## src/rtl/fr_pkg.sv

```systemverilog
package fr_pkg;

  // Byte distance between sequential instructions.
  localparam int unsigned FR_PC_STEP = 4;

  // Redirect queue variant.
  typedef enum logic {
    FR_Q_PLAIN  = 1'b0,
    FR_Q_BYPASS = 1'b1
  } fr_qkind_e;

endpackage

```

## src/rtl/fr_fifo.sv

```systemverilog
module fr_fifo
  import fr_pkg::*;
#(
  parameter int unsigned WIDTH = 8,
  parameter int unsigned DEPTH = 2,
  parameter fr_qkind_e   KIND  = FR_Q_PLAIN
) (
  input  logic             clk,
  input  logic             rst_n,
  input  logic             in_valid,
  output logic             in_ready,
  input  logic [WIDTH-1:0] in_data,
  output logic             out_valid,
  input  logic             out_ready,
  output logic [WIDTH-1:0] out_data
);

  localparam int unsigned AW = (DEPTH > 1) ? $clog2(DEPTH) : 1;
  localparam int unsigned CW = $clog2(DEPTH + 1);
  localparam logic [AW-1:0] LAST = AW'(DEPTH - 1);

  logic [WIDTH-1:0] slots [DEPTH];
  logic [AW-1:0]    wr_ptr;
  logic [AW-1:0]    rd_ptr;
  logic [CW-1:0]    count;
  logic             empty;
  logic             pass;
  logic             push;
  logic             pop;

  assign empty    = (count == '0);
  assign in_ready = (count < CW'(DEPTH));

  generate
    if (KIND == FR_Q_BYPASS) begin : g_pass
      // An empty queue hands the incoming entry straight to the reader.
      assign out_valid = !empty || in_valid;
      assign out_data  = empty ? in_data : slots[rd_ptr];
      assign pass      = empty && in_valid && out_ready;
    end else begin : g_plain
      assign out_valid = !empty;
      assign out_data  = slots[rd_ptr];
      assign pass      = 1'b0;
    end
  endgenerate

  assign push = in_valid && in_ready && !pass;
  assign pop  = out_ready && !empty;

  always_ff @(posedge clk) begin
    if (push) begin
      slots[wr_ptr] <= in_data;
    end
  end

  always_ff @(posedge clk) begin
    if (!rst_n) begin
      wr_ptr <= '0;
      rd_ptr <= '0;
      count  <= '0;
    end else begin
      if (push) begin
        wr_ptr <= (wr_ptr == LAST) ? '0 : wr_ptr + AW'(1);
      end
      if (pop) begin
        rd_ptr <= (rd_ptr == LAST) ? '0 : rd_ptr + AW'(1);
      end
      count <= count + CW'(push) - CW'(pop);
    end
  end

endmodule

```

## src/rtl/fr_fetch.sv

```systemverilog
module fr_fetch
  import fr_pkg::*;
#(
  parameter int unsigned        ADDR_W   = 32,
  parameter logic [ADDR_W-1:0]  RESET_PC = '0
) (
  input  logic              clk,
  input  logic              rst_n,
  input  logic              slot_free,
  input  logic              rd_valid,
  input  logic [ADDR_W-1:0] rd_pc,
  input  logic [ADDR_W-1:0] rd_npc,
  input  logic [ADDR_W-1:0] pred_npc,
  output logic [ADDR_W-1:0] fetch_pc,
  output logic              fetch_fire,
  output logic              fetch_gen,
  output logic              rd_take,
  output logic              upd_valid,
  output logic [ADDR_W-1:0] upd_pc,
  output logic [ADDR_W-1:0] upd_npc
);

  logic [ADDR_W-1:0] pc_q;
  logic              gen_q;

  assign fetch_pc   = pc_q;
  assign fetch_gen  = gen_q;
  assign fetch_fire = slot_free;
  assign rd_take    = fetch_fire && rd_valid;

  // Training pulse mirrors the redirect consumed this cycle.
  assign upd_valid = rd_take;
  assign upd_pc    = rd_pc;
  assign upd_npc   = rd_npc;

  always_ff @(posedge clk) begin
    if (!rst_n) begin
      pc_q  <= RESET_PC;
      gen_q <= 1'b0;
    end else if (fetch_fire) begin
      if (rd_valid) begin
        pc_q  <= rd_npc;
        gen_q <= ~gen_q;
      end else begin
        pc_q  <= pred_npc;
      end
    end
  end

endmodule

```

## src/rtl/fr_exec.sv

```systemverilog
module fr_exec
  import fr_pkg::*;
#(
  parameter int unsigned ADDR_W = 32
) (
  input  logic              clk,
  input  logic              rst_n,
  input  logic              hd_valid,
  input  logic [ADDR_W-1:0] hd_pc,
  input  logic [ADDR_W-1:0] hd_ppc,
  input  logic              hd_gen,
  input  logic              res_valid,
  input  logic              res_taken,
  input  logic [ADDR_W-1:0] res_target,
  output logic              ex_live,
  output logic              hd_pop,
  output logic              mispredict,
  output logic [ADDR_W-1:0] fix_pc,
  output logic [ADDR_W-1:0] fix_npc,
  output logic              exec_gen
);

  logic gen_q;
  logic [ADDR_W-1:0] seq_pc;

  assign exec_gen = gen_q;
  assign seq_pc   = hd_pc + ADDR_W'(FR_PC_STEP);
  assign fix_pc   = hd_pc;
  assign fix_npc  = res_taken ? res_target : seq_pc;

  assign ex_live    = hd_valid && (hd_gen == gen_q);
  assign hd_pop     = hd_valid && res_valid;
  assign mispredict = hd_pop && ex_live && (fix_npc != hd_ppc);

  always_ff @(posedge clk) begin
    if (!rst_n) begin
      gen_q <= 1'b0;
    end else if (mispredict) begin
      gen_q <= ~gen_q;
    end
  end

endmodule

```

## src/rtl/fetch_redirect_unit.sv

```systemverilog
module fetch_redirect_unit
  import fr_pkg::*;
#(
  parameter int unsigned       ADDR_W   = 32,
  parameter int unsigned       INST_W   = 32,
  parameter int unsigned       IR_DEPTH = 2,
  parameter int unsigned       RQ_DEPTH = 1,
  parameter fr_qkind_e         RQ_KIND  = FR_Q_BYPASS,
  parameter logic [ADDR_W-1:0] RESET_PC = '0
) (
  input  logic              clk,
  input  logic              rst_n,
  output logic [ADDR_W-1:0] fetch_pc,
  output logic              fetch_fire,
  input  logic [ADDR_W-1:0] pred_npc,
  input  logic [INST_W-1:0] imem_inst,
  output logic              ex_valid,
  output logic [ADDR_W-1:0] ex_pc,
  output logic [ADDR_W-1:0] ex_ppc,
  output logic [INST_W-1:0] ex_inst,
  output logic              ex_live,
  input  logic              res_valid,
  input  logic              res_taken,
  input  logic [ADDR_W-1:0] res_target,
  output logic              mispredict,
  output logic              upd_valid,
  output logic [ADDR_W-1:0] upd_pc,
  output logic [ADDR_W-1:0] upd_npc
);

  localparam int unsigned IR_W = 2 * ADDR_W + INST_W + 1;
  localparam int unsigned RQ_W = 2 * ADDR_W;

  logic              ir_free;
  logic [IR_W-1:0]   ir_in;
  logic [IR_W-1:0]   ir_out;
  logic              ir_pop;
  logic              fetch_gen;
  logic              exec_gen;
  logic              hd_gen;
  logic              rq_room;
  logic              rq_valid;
  logic              rq_take;
  logic [RQ_W-1:0]   rq_in;
  logic [RQ_W-1:0]   rq_out;
  logic [ADDR_W-1:0] fix_pc;
  logic [ADDR_W-1:0] fix_npc;

  fr_fetch #(
    .ADDR_W  (ADDR_W),
    .RESET_PC(RESET_PC)
  ) u_fetch (
    .clk       (clk),
    .rst_n     (rst_n),
    .slot_free (ir_free),
    .rd_valid  (rq_valid),
    .rd_pc     (rq_out[RQ_W-1:ADDR_W]),
    .rd_npc    (rq_out[ADDR_W-1:0]),
    .pred_npc  (pred_npc),
    .fetch_pc  (fetch_pc),
    .fetch_fire(fetch_fire),
    .fetch_gen (fetch_gen),
    .rd_take   (rq_take),
    .upd_valid (upd_valid),
    .upd_pc    (upd_pc),
    .upd_npc   (upd_npc)
  );

  // Instruction stream: {pc, predicted pc, word, generation}.
  assign ir_in = {fetch_pc, pred_npc, imem_inst, fetch_gen};

  fr_fifo #(
    .WIDTH(IR_W),
    .DEPTH(IR_DEPTH),
    .KIND (FR_Q_PLAIN)
  ) u_ir_q (
    .clk      (clk),
    .rst_n    (rst_n),
    .in_valid (fetch_fire),
    .in_ready (ir_free),
    .in_data  (ir_in),
    .out_valid(ex_valid),
    .out_ready(ir_pop),
    .out_data (ir_out)
  );

  assign ex_pc   = ir_out[IR_W-1 -: ADDR_W];
  assign ex_ppc  = ir_out[IR_W-1-ADDR_W -: ADDR_W];
  assign ex_inst = ir_out[INST_W:1];
  assign hd_gen  = ir_out[0];

  fr_exec #(
    .ADDR_W(ADDR_W)
  ) u_exec (
    .clk       (clk),
    .rst_n     (rst_n),
    .hd_valid  (ex_valid),
    .hd_pc     (ex_pc),
    .hd_ppc    (ex_ppc),
    .hd_gen    (hd_gen),
    .res_valid (res_valid),
    .res_taken (res_taken),
    .res_target(res_target),
    .ex_live   (ex_live),
    .hd_pop    (ir_pop),
    .mispredict(mispredict),
    .fix_pc    (fix_pc),
    .fix_npc   (fix_npc),
    .exec_gen  (exec_gen)
  );

  assign rq_in = {fix_pc, fix_npc};

  // At most one redirect is ever outstanding: after a mispredict every
  // queued instruction is stale until fetch has consumed the redirect.
  fr_fifo #(
    .WIDTH(RQ_W),
    .DEPTH(RQ_DEPTH),
    .KIND (RQ_KIND)
  ) u_redir_q (
    .clk      (clk),
    .rst_n    (rst_n),
    .in_valid (mispredict),
    .in_ready (rq_room),
    .in_data  (rq_in),
    .out_valid(rq_valid),
    .out_ready(fetch_fire),
    .out_data (rq_out)
  );

endmodule

```

## config.mk

```make
export PLATFORM = sky130hd
export DESIGN_NAME = fetch_redirect_unit
export DESIGN_NICKNAME = d
export VERILOG_FILES = /design/src/rtl/fr_pkg.sv /design/src/rtl/fr_fifo.sv /design/src/rtl/fr_fetch.sv /design/src/rtl/fr_exec.sv /design/src/rtl/fetch_redirect_unit.sv
export SDC_FILE = /design/constraint.sdc
export NUM_CORES = 1
export LEC_CHECK = 0
export BUFFER_PORTS_ARGS = -buffer_cell sky130_fd_sc_hd__buf_2
export CAP_MARGIN = 20
export CORE_AREA = 2 2 220 222
export DETAILED_ROUTE_END_ITERATION = 12
export DIE_AREA = 0 0 222 224
export HOLD_SLACK_MARGIN = 0.15
export SLEW_MARGIN = 5
export SYNTH_ARGS = -nofsm -noshare
export SYNTH_HDL_FRONTEND = slang
export SYNTH_SLANG_ARGS = --single-unit
```

## constraint.sdc

```tcl
create_clock -name clk -period 19.5 [get_ports clk]
set_input_delay 2.925 -clock clk [delete_from_list [all_inputs] [get_ports clk]]
set_output_delay 2.925 -clock clk [all_outputs]
set_load 0.005 [all_outputs]
```

# Word level (Yosys, flattened, before mapping)
# Memory sizes are Yosys's and may differ from the RTL's. A register that Yosys moved wholly into a read port is not among the register bits.
# Cells that the tools add are included.
# Widths: inputs -> output; s select.
[word_totals]
out_inout_bits = 197
reg_bits = 39
inputBits = 100
memories = 2
word_cells = 50
ram_bits = 258
[mem_list]
columns = ["memory", "depth", "width", "rd", "rd_ports_with_merged_regs", "write_ports", "line", "source"]
rows = [
  ["u_ir_q.slots", 2, 97, 1, 1, 1, "fr_fifo.sv:22", "logic [WIDTH-1:0] slots [DEPTH];"],
  ["u_redir_q.slots", 1, 64, 1, 0, 1, "fr_fifo.sv:22", ""],
]
[classes]
reduce_logical = 16
magnitude_cmp = 2
bitwise_logic = 3
addsub = 7
eq_ne = 2
mux = 11
[op_table]
columns = ["cell", "n"]
rows = [
  ["$mux 32", 2],
  ["$mux 64", 1],
  ["$add 32x3->32 const B", 1],
  ["$ne 32x32->1", 1],
  ["$logic_and 1x1->1", 11],
  ["$mux 1", 8],
  ["$not 1->1", 3],
  ["$add 1x1->1 const B", 2],
  ["$add 2x1->2", 1],
  ["$logic_not 1->1", 2],
  ["$logic_not 2->1", 1],
  ["$lt 2x2->1 const B", 1],
  ["$reduce_and 2->1", 1],
  ["$sub 2x1->2", 1],
  ["$add 1x1->1", 1],
  ["$eq 1x1->1", 1],
  ["$logic_or 1x1->1", 1],
  ["$lt 1x1->1 const B", 1],
  ["$sub 1x1->1", 1],
]

# Longest topological paths before layout
[logic_depth]
ltp_word = 11
mapped_depth = 22
depth_no_buf = 12

# Hierarchy
# From an unflattened synthesis, not the netlist that was laid out.
[unflattened]
cells_unflattened = 1065
hier_area_um2 = 14751.6
[by_module_without_submodules]
columns = ["module", "area_each_um2", "cells_each", "n_inst"]
rows = [
  ["fr_fifo (u_ir_q)", 7359.6, 329, 1],
  ["fr_fifo (u_redir_q)", 2850.2, 140, 1],
  ["fr_exec", 2598.7, 383, 1],
  ["fr_fetch", 1943.1, 213, 1],
]

# Least setup slack after synthesis
# Ideal clock, no wire load.
[synth_path]
kind = "input to register"
from = "input port res_taken"
to = "memory u_redir_q.slots[0][0] in the netlist's numbering (enable)"
stages = 12
setup_slack_ns = 7.958
setup_ns = 0.644
arrival_time_ns = 10.898
path_cell_list = "clkbuf_1 -> inv_1 -> clkbuf_1 -> clkbuf_1 -> nor2_1 -> a211oi_2 -> xor2_1 -> a211oi_1 -> and4_1 -> buf_4 -> buf_4 -> nor4_1"
[synth_between]
elab_chain_cells = 9
word_cells_on_any_way = 10
classes_between = "eq/ne (1); mux (3); reduce/logical (6)"
[synth_rtl]
columns = ["item", "line", "source"]
rows = [
  ["start, declared", "fetch_redirect_unit.sv:23", "input logic res_taken,"],
  ["$mux 32 *", "fr_exec.sv:29", "assign fix_npc = res_taken ? res_target : seq_pc;"],
  ["net fix_npc[24]", "fetch_redirect_unit.sv:47", "logic [ADDR_W-1:0] fix_npc;"],
  ["$ne 32x32->1 *", "fr_exec.sv:33", "assign mispredict = hd_pop && ex_live && (fix_npc != hd_ppc);"],
  ["$logic_and 1x1->1 *", "fr_exec.sv:33", ""],
  ["$logic_and 1x1->1 (2 in series)", "fr_fifo.sv:39", "assign pass = empty && in_valid && out_ready;"],
  ["$logic_not 1->1", "fr_fifo.sv:47", "assign push = in_valid && in_ready && !pass;"],
  ["$logic_and 1x1->1 *", "fr_fifo.sv:47", ""],
  ["net u_redir_q.push", "fr_fifo.sv:28", "logic push;"],
  ["$mux 1 *", "fr_fifo.sv:51", "if (push) begin"],
  ["$mux 1 (not written as such) *", "fr_fifo.sv:52", "slots[wr_ptr] <= in_data;"],
  ["end, declared", "fr_fifo.sv:22", ""],
]
# Mark *: on every way through the listed nets, which the timed path passes. The rest lies on a longest branch.

# Worst setup path after layout
[layout_path]
from = "input port res_taken"
to = "output port upd_valid"
[layout_between]
elab_chain_cells = 5
[layout_rtl]
columns = ["item", "line", "source"]
rows = [
  ["$mux 32", "fr_exec.sv:29", ""],
  ["net fix_npc[3]", "fetch_redirect_unit.sv:47", ""],
  ["$ne 32x32->1", "fr_exec.sv:33", ""],
  ["$logic_and 1x1->1", "fr_exec.sv:33", ""],
  ["$logic_or 1x1->1", "fr_fifo.sv:37", "assign out_valid = !empty || in_valid;"],
  ["$logic_and 1x1->1", "fr_fetch.sv:29", "assign rd_take = fetch_fire && rd_valid;"],
  ["end, declared", "fetch_redirect_unit.sv:26", "output logic upd_valid,"],
]
# The timed path passes the listed nets, and every way through them passes these cells.

==> implementation parameters <==
Parameter                              Value

Outcome
  Outcome ... finished, final reports clean

Cells and area
  Count of nets after finishing ... 1528
  Fraction of layout cells with a size suffix above 1 ... 34.4%
  Area added between synthesis and finish ... 21.5%

Critical path
  Critical path data arrival time ... 6.03 ns
  Required time at the endpoint of the critical path ... 16.57 ns
  Critical path start-end classification ... in -> out
  CP startpoint kind ... input port
  Setup slack on the worst flop-to-flop path ... 13.34 ns
  Highest net fanout along the worst path ... 74
  Worst reg2reg path endpoint ... u_redir_q.slots[0][48]
  Worst Reg2Reg Path Length in Cells ... 14
  Worst setup EP type ... primary output

STA
  Setup violations, final ... 0
  Aggregate negative setup slack ... 0 ns
  Final clock period utilization by the worst path ... about 46%
  Highest clock frequency the design can meet ... 112 MHz
  Pins over their slew limit ... 0
  Normalized max-slew margin ... 35.7%
  Final clock skew ... 0.0234 ns
  Worst-Margin Slew ... 0.965 ns
  RSZ-0062 raised after global routing ... false
  Min cycle time layout ... 8.95 ns
  Hold Violations, Final ... 0

Yosys
  Cell with the most instances after synthesis ... sky130_fd_sc_hd__edfxtp_1
  Most instantiated cells after synthesis ... 258 x sky130_fd_sc_hd__edfxtp_1, 119 x sky130_fd_sc_hd__mux2_2, 62 x sky130_fd_sc_hd__o21ai_0
  Share of the yosys chip area belonging to registers ... 58.8%
  Share of flip-flops with an asynchronous set or reset ... 0%
  Predominant post-synthesis flop cell ... sky130_fd_sc_hd__edfxtp_1
  Synthesized area ... between 10000 and 15000 µm²
  Largest area contributor in the netlist ... sky130_fd_sc_hd__edfxtp_1
  Synth unique cells ... 75
  Post-Synthesis Mean Instance Area ... roughly 13 µm²
  Number of nets produced by synthesis ... 1249
  Area fraction of the dominant cell type after synthesis ... between 50% and 60%
  Count of mapped cells out of synthesis ... 1147
  Synthesis-stage register bit count ... 298
  Largest cells by area after synthesis ... sky130_fd_sc_hd__edfxtp_1 53%, sky130_fd_sc_hd__mux2_2 9.2%, sky130_fd_sc_hd__dfxtp_1 5.5%
  EDFF count, synth ... between 200 and 300
  Total number of yosys warnings ... 0

GRT
  Final global-route overflow total ... 0
  Met3 Use GR ... 3.00%
  Grt met2 use ... 33.0%
  First-pass GRT wire length ... roughly 73 mm
  Most Crowded Layer GR ... met2
  Global-route met1 utilization ... between 20% and 30%
  Via count of the first global-routing pass ... 10754
  Number of antenna violations at the first check in global routing ... 5
  Overall fraction of global-route tracks in use ... 19.9%
  Pin count of the biggest net entering global routing ... 75

Routing
  Number of vias in the routed layout ... 11101
  Drt initial violations ... 1114
  Wire length per cell after detailed routing ... approximately 25 µm
  Final routed DRC violation total ... 0
  Final routed wirelength across all metal layers ... 50.9 mm
  Residual antenna-violating net count after detailed routing ... 0
  DR vias/cell ... 5.36
  Number of search-and-repair iterations in the first detailed-routing pass ... 8

Power
  Peak supply drop ... 0.0000774 V
  Leakage dissipation ... 6.50 nW
  Ratio of total power to cell area ... 155 nW/µm²
  Total power ... between 2 and 3 mW

Clock tree
  Clock tree from TritonCTS ... built
  Post_cts resized ... 0
  Insertion delay of the later-clocked pin in the worst-skew pair ... 0.55 ns
  Num CTS Buffers ... 35
  Total number of H-tree levels ... 2
  Clock tree root buffer cell ... sky130_fd_sc_hd__clkbuf_16
  Max Buffers Root-to-Sink ... 3
  Number of clock sinks ... 298
  CTS clock-pin slew for the worst setup and hold paths ... 0.06 ns
  Hold-fix buffers, CTS ... 0
  Post-CTS setup buffers ... 0

Min path
  Capture endpoint of the worst hold path ... u_ir_q.slots[0][76]
  Hold path startpoint ... u_fetch.fetch_pc[11]
  Number of cells traversed by the worst hold path ... 0
  Path category of the worst min-delay check ... reg -> reg

Job
  Number of maximum-capacitance violations ... 0

Floorplanning
  Site row count ... 80
  Die Y-Extent ... 224 µm
  Starting Density ... 30.7%
  Chip width ... 222 µm
  Number of placed I/O pins ... 297
  Core area ... 47300 µm²
  Die Outline Area ... 49700 µm²

Placed design
  Estimated wirelength of the detail-placed design ... around 37 mm
  Routability congestion estimate ... slightly above 0.9
  Number of port buffers ... 296
## report_power, final
part / internal (mW) / leakage [nW] / switching [mW]
logic: 0.430 / 3.17 / 0.664
registers: 0.917 / 2.81 / 0.110
clock network: 0.361 / 0.513 / 0.264
## cell families after synthesis
| group | Yosys count | synth area share, % |
|---|---|---|
| muxes | 155 | 11.9 |
| and+or+nand+nor | 281 | 10.4 |
| buffers and inverters | 110 | 3.43 |
| xor gates and xnor gates | 75 | 4.71 |
| adders and majority gates | 2 | 0.224 |
| DFF | 298 | 58.8 |
| AOI/OAI and AO/OA | 226 | 10.5 |
## sequential cells by signal, summed over array words and instances (netlist names), named ones only
register           cells
u_ir_q.slots         194
u_redir_q.slots       64
u_fetch.fetch_pc      32
u_ir_q.count           2
u_exec.exec_gen        1
u_fetch.fetch_gen      1
u_ir_q.rd_ptr          1
u_ir_q.wr_ptr          1
u_redir_q.count        1
## layout make-up
type / count / area (µm²)
Fill cell: 4657 / 29700
Sequential cell: 298 / 8550
Multi-Input combinational cell: 739 / 5510
Timing Repair Buffer: 313 / 1610
Clock buffer: 52 / 980
Tap cell: 615 / 769
Inverter: 39 / 148
Clock inverter: 10 / 81.3
Antenna cell: 4 / 10.0
## cell usage in the layout, fill, tap and decap left out, types with 4 or more instances in the layout
master                      netlist  routed
sky130_fd_sc_hd__o2111ai_1        4       4
sky130_fd_sc_hd__mux2i_1         33      33
sky130_fd_sc_hd__nand2b_1        16      16
sky130_fd_sc_hd__and2_1           6       6
sky130_fd_sc_hd__xor2_1          19      19
sky130_fd_sc_hd__o21ai_0         62      62
sky130_fd_sc_hd__inv_1           37      36
sky130_fd_sc_hd__clkbuf_16        0      35
sky130_fd_sc_hd__o21a_1          12      12
sky130_fd_sc_hd__diode_2          0       4
sky130_fd_sc_hd__buf_2           11     296
sky130_fd_sc_hd__clkbuf_1        42      13
sky130_fd_sc_hd__dfxtp_1         40      38
sky130_fd_sc_hd__edfxtp_1       258     258
sky130_fd_sc_hd__a211oi_1         6       6
sky130_fd_sc_hd__a31oi_1         20      20
sky130_fd_sc_hd__nor3_1          38      38
sky130_fd_sc_hd__nand3_1         32      32
sky130_fd_sc_hd__nand2_1         55      55
sky130_fd_sc_hd__and3_1           5       5
sky130_fd_sc_hd__clkinv_2         0       5
sky130_fd_sc_hd__a21oi_1         30      30
sky130_fd_sc_hd__xnor2_1         54      54
sky130_fd_sc_hd__nor2b_1          5       4
sky130_fd_sc_hd__nand4b_1         9       9
sky130_fd_sc_hd__mux2_2         119     119
sky130_fd_sc_hd__nor2_1          43      42
sky130_fd_sc_hd__o211ai_1        37      37
sky130_fd_sc_hd__or3_1            5       5
sky130_fd_sc_hd__nor4_2           4       5
sky130_fd_sc_hd__nand3b_1        15      15
sky130_fd_sc_hd__nor4_1          18      17
sky130_fd_sc_hd__nand4_1         20      20
sky130_fd_sc_hd__buf_4            4      17
sky130_fd_sc_hd__clkbuf_8         0       4
sky130_fd_sc_hd__a22oi_1          9       9
sky130_fd_sc_hd__clkinv_1         2       4
## critical path: stages
cell	delay, ns
sky130_fd_sc_hd__buf_2	0.17
sky130_fd_sc_hd__buf_4	0.60
sky130_fd_sc_hd__mux2_2	0.45
sky130_fd_sc_hd__xnor2_1	0.17
sky130_fd_sc_hd__o2111ai_1	0.18
sky130_fd_sc_hd__nor4b_1	0.31
sky130_fd_sc_hd__nand4_1	0.15
sky130_fd_sc_hd__nor4_2	0.43
sky130_fd_sc_hd__nand4_1	0.17
sky130_fd_sc_hd__o211a_1	0.30
sky130_fd_sc_hd__buf_2	0.15
## per-stage QoR
stage                     utilization, %  std cells  hold WS, ns  cell area [µm²]  setup slack, ns
final                               37.3       2070        0.476            17700            10.55
after global routing                37.3       2069        0.504            17700            10.31
after CTS                           37.3       2066        0.475            17600            10.56
after detailed placement            35.0       2004        0.461            16600            10.58
after global placement              35.0       2004        0.453            16600            10.66
after floorplan                        -       1147        0.439            14500             7.96
## how the worst max path moves through the flow
| stage | start | endpoint | cells past startpoint |
|---|---|---|---|
| floorplan | res_taken | u_redir_q.slots[0][0] | 12 |
| global placement | res_taken | upd_valid | 11 |
| detailed placement | res_taken | upd_valid | 11 |
| CTS | res_taken | upd_valid | 11 |
| global route | res_taken | upd_valid | 11 |
| finish | res_taken | upd_valid | 11 |
## per-layer routing
| metal | vias to the layer above | wire [µm] |
|---|---|---|
| met4 | 2 | 1470 |
| met2 | 461 | 24500 |
| li1 | 4976 | - |
| met5 | - | 9 |
| met1 | 5586 | 21900 |
| met3 | 76 | 3060 |
Note: power is estimated with default switching activity, not from simulation.
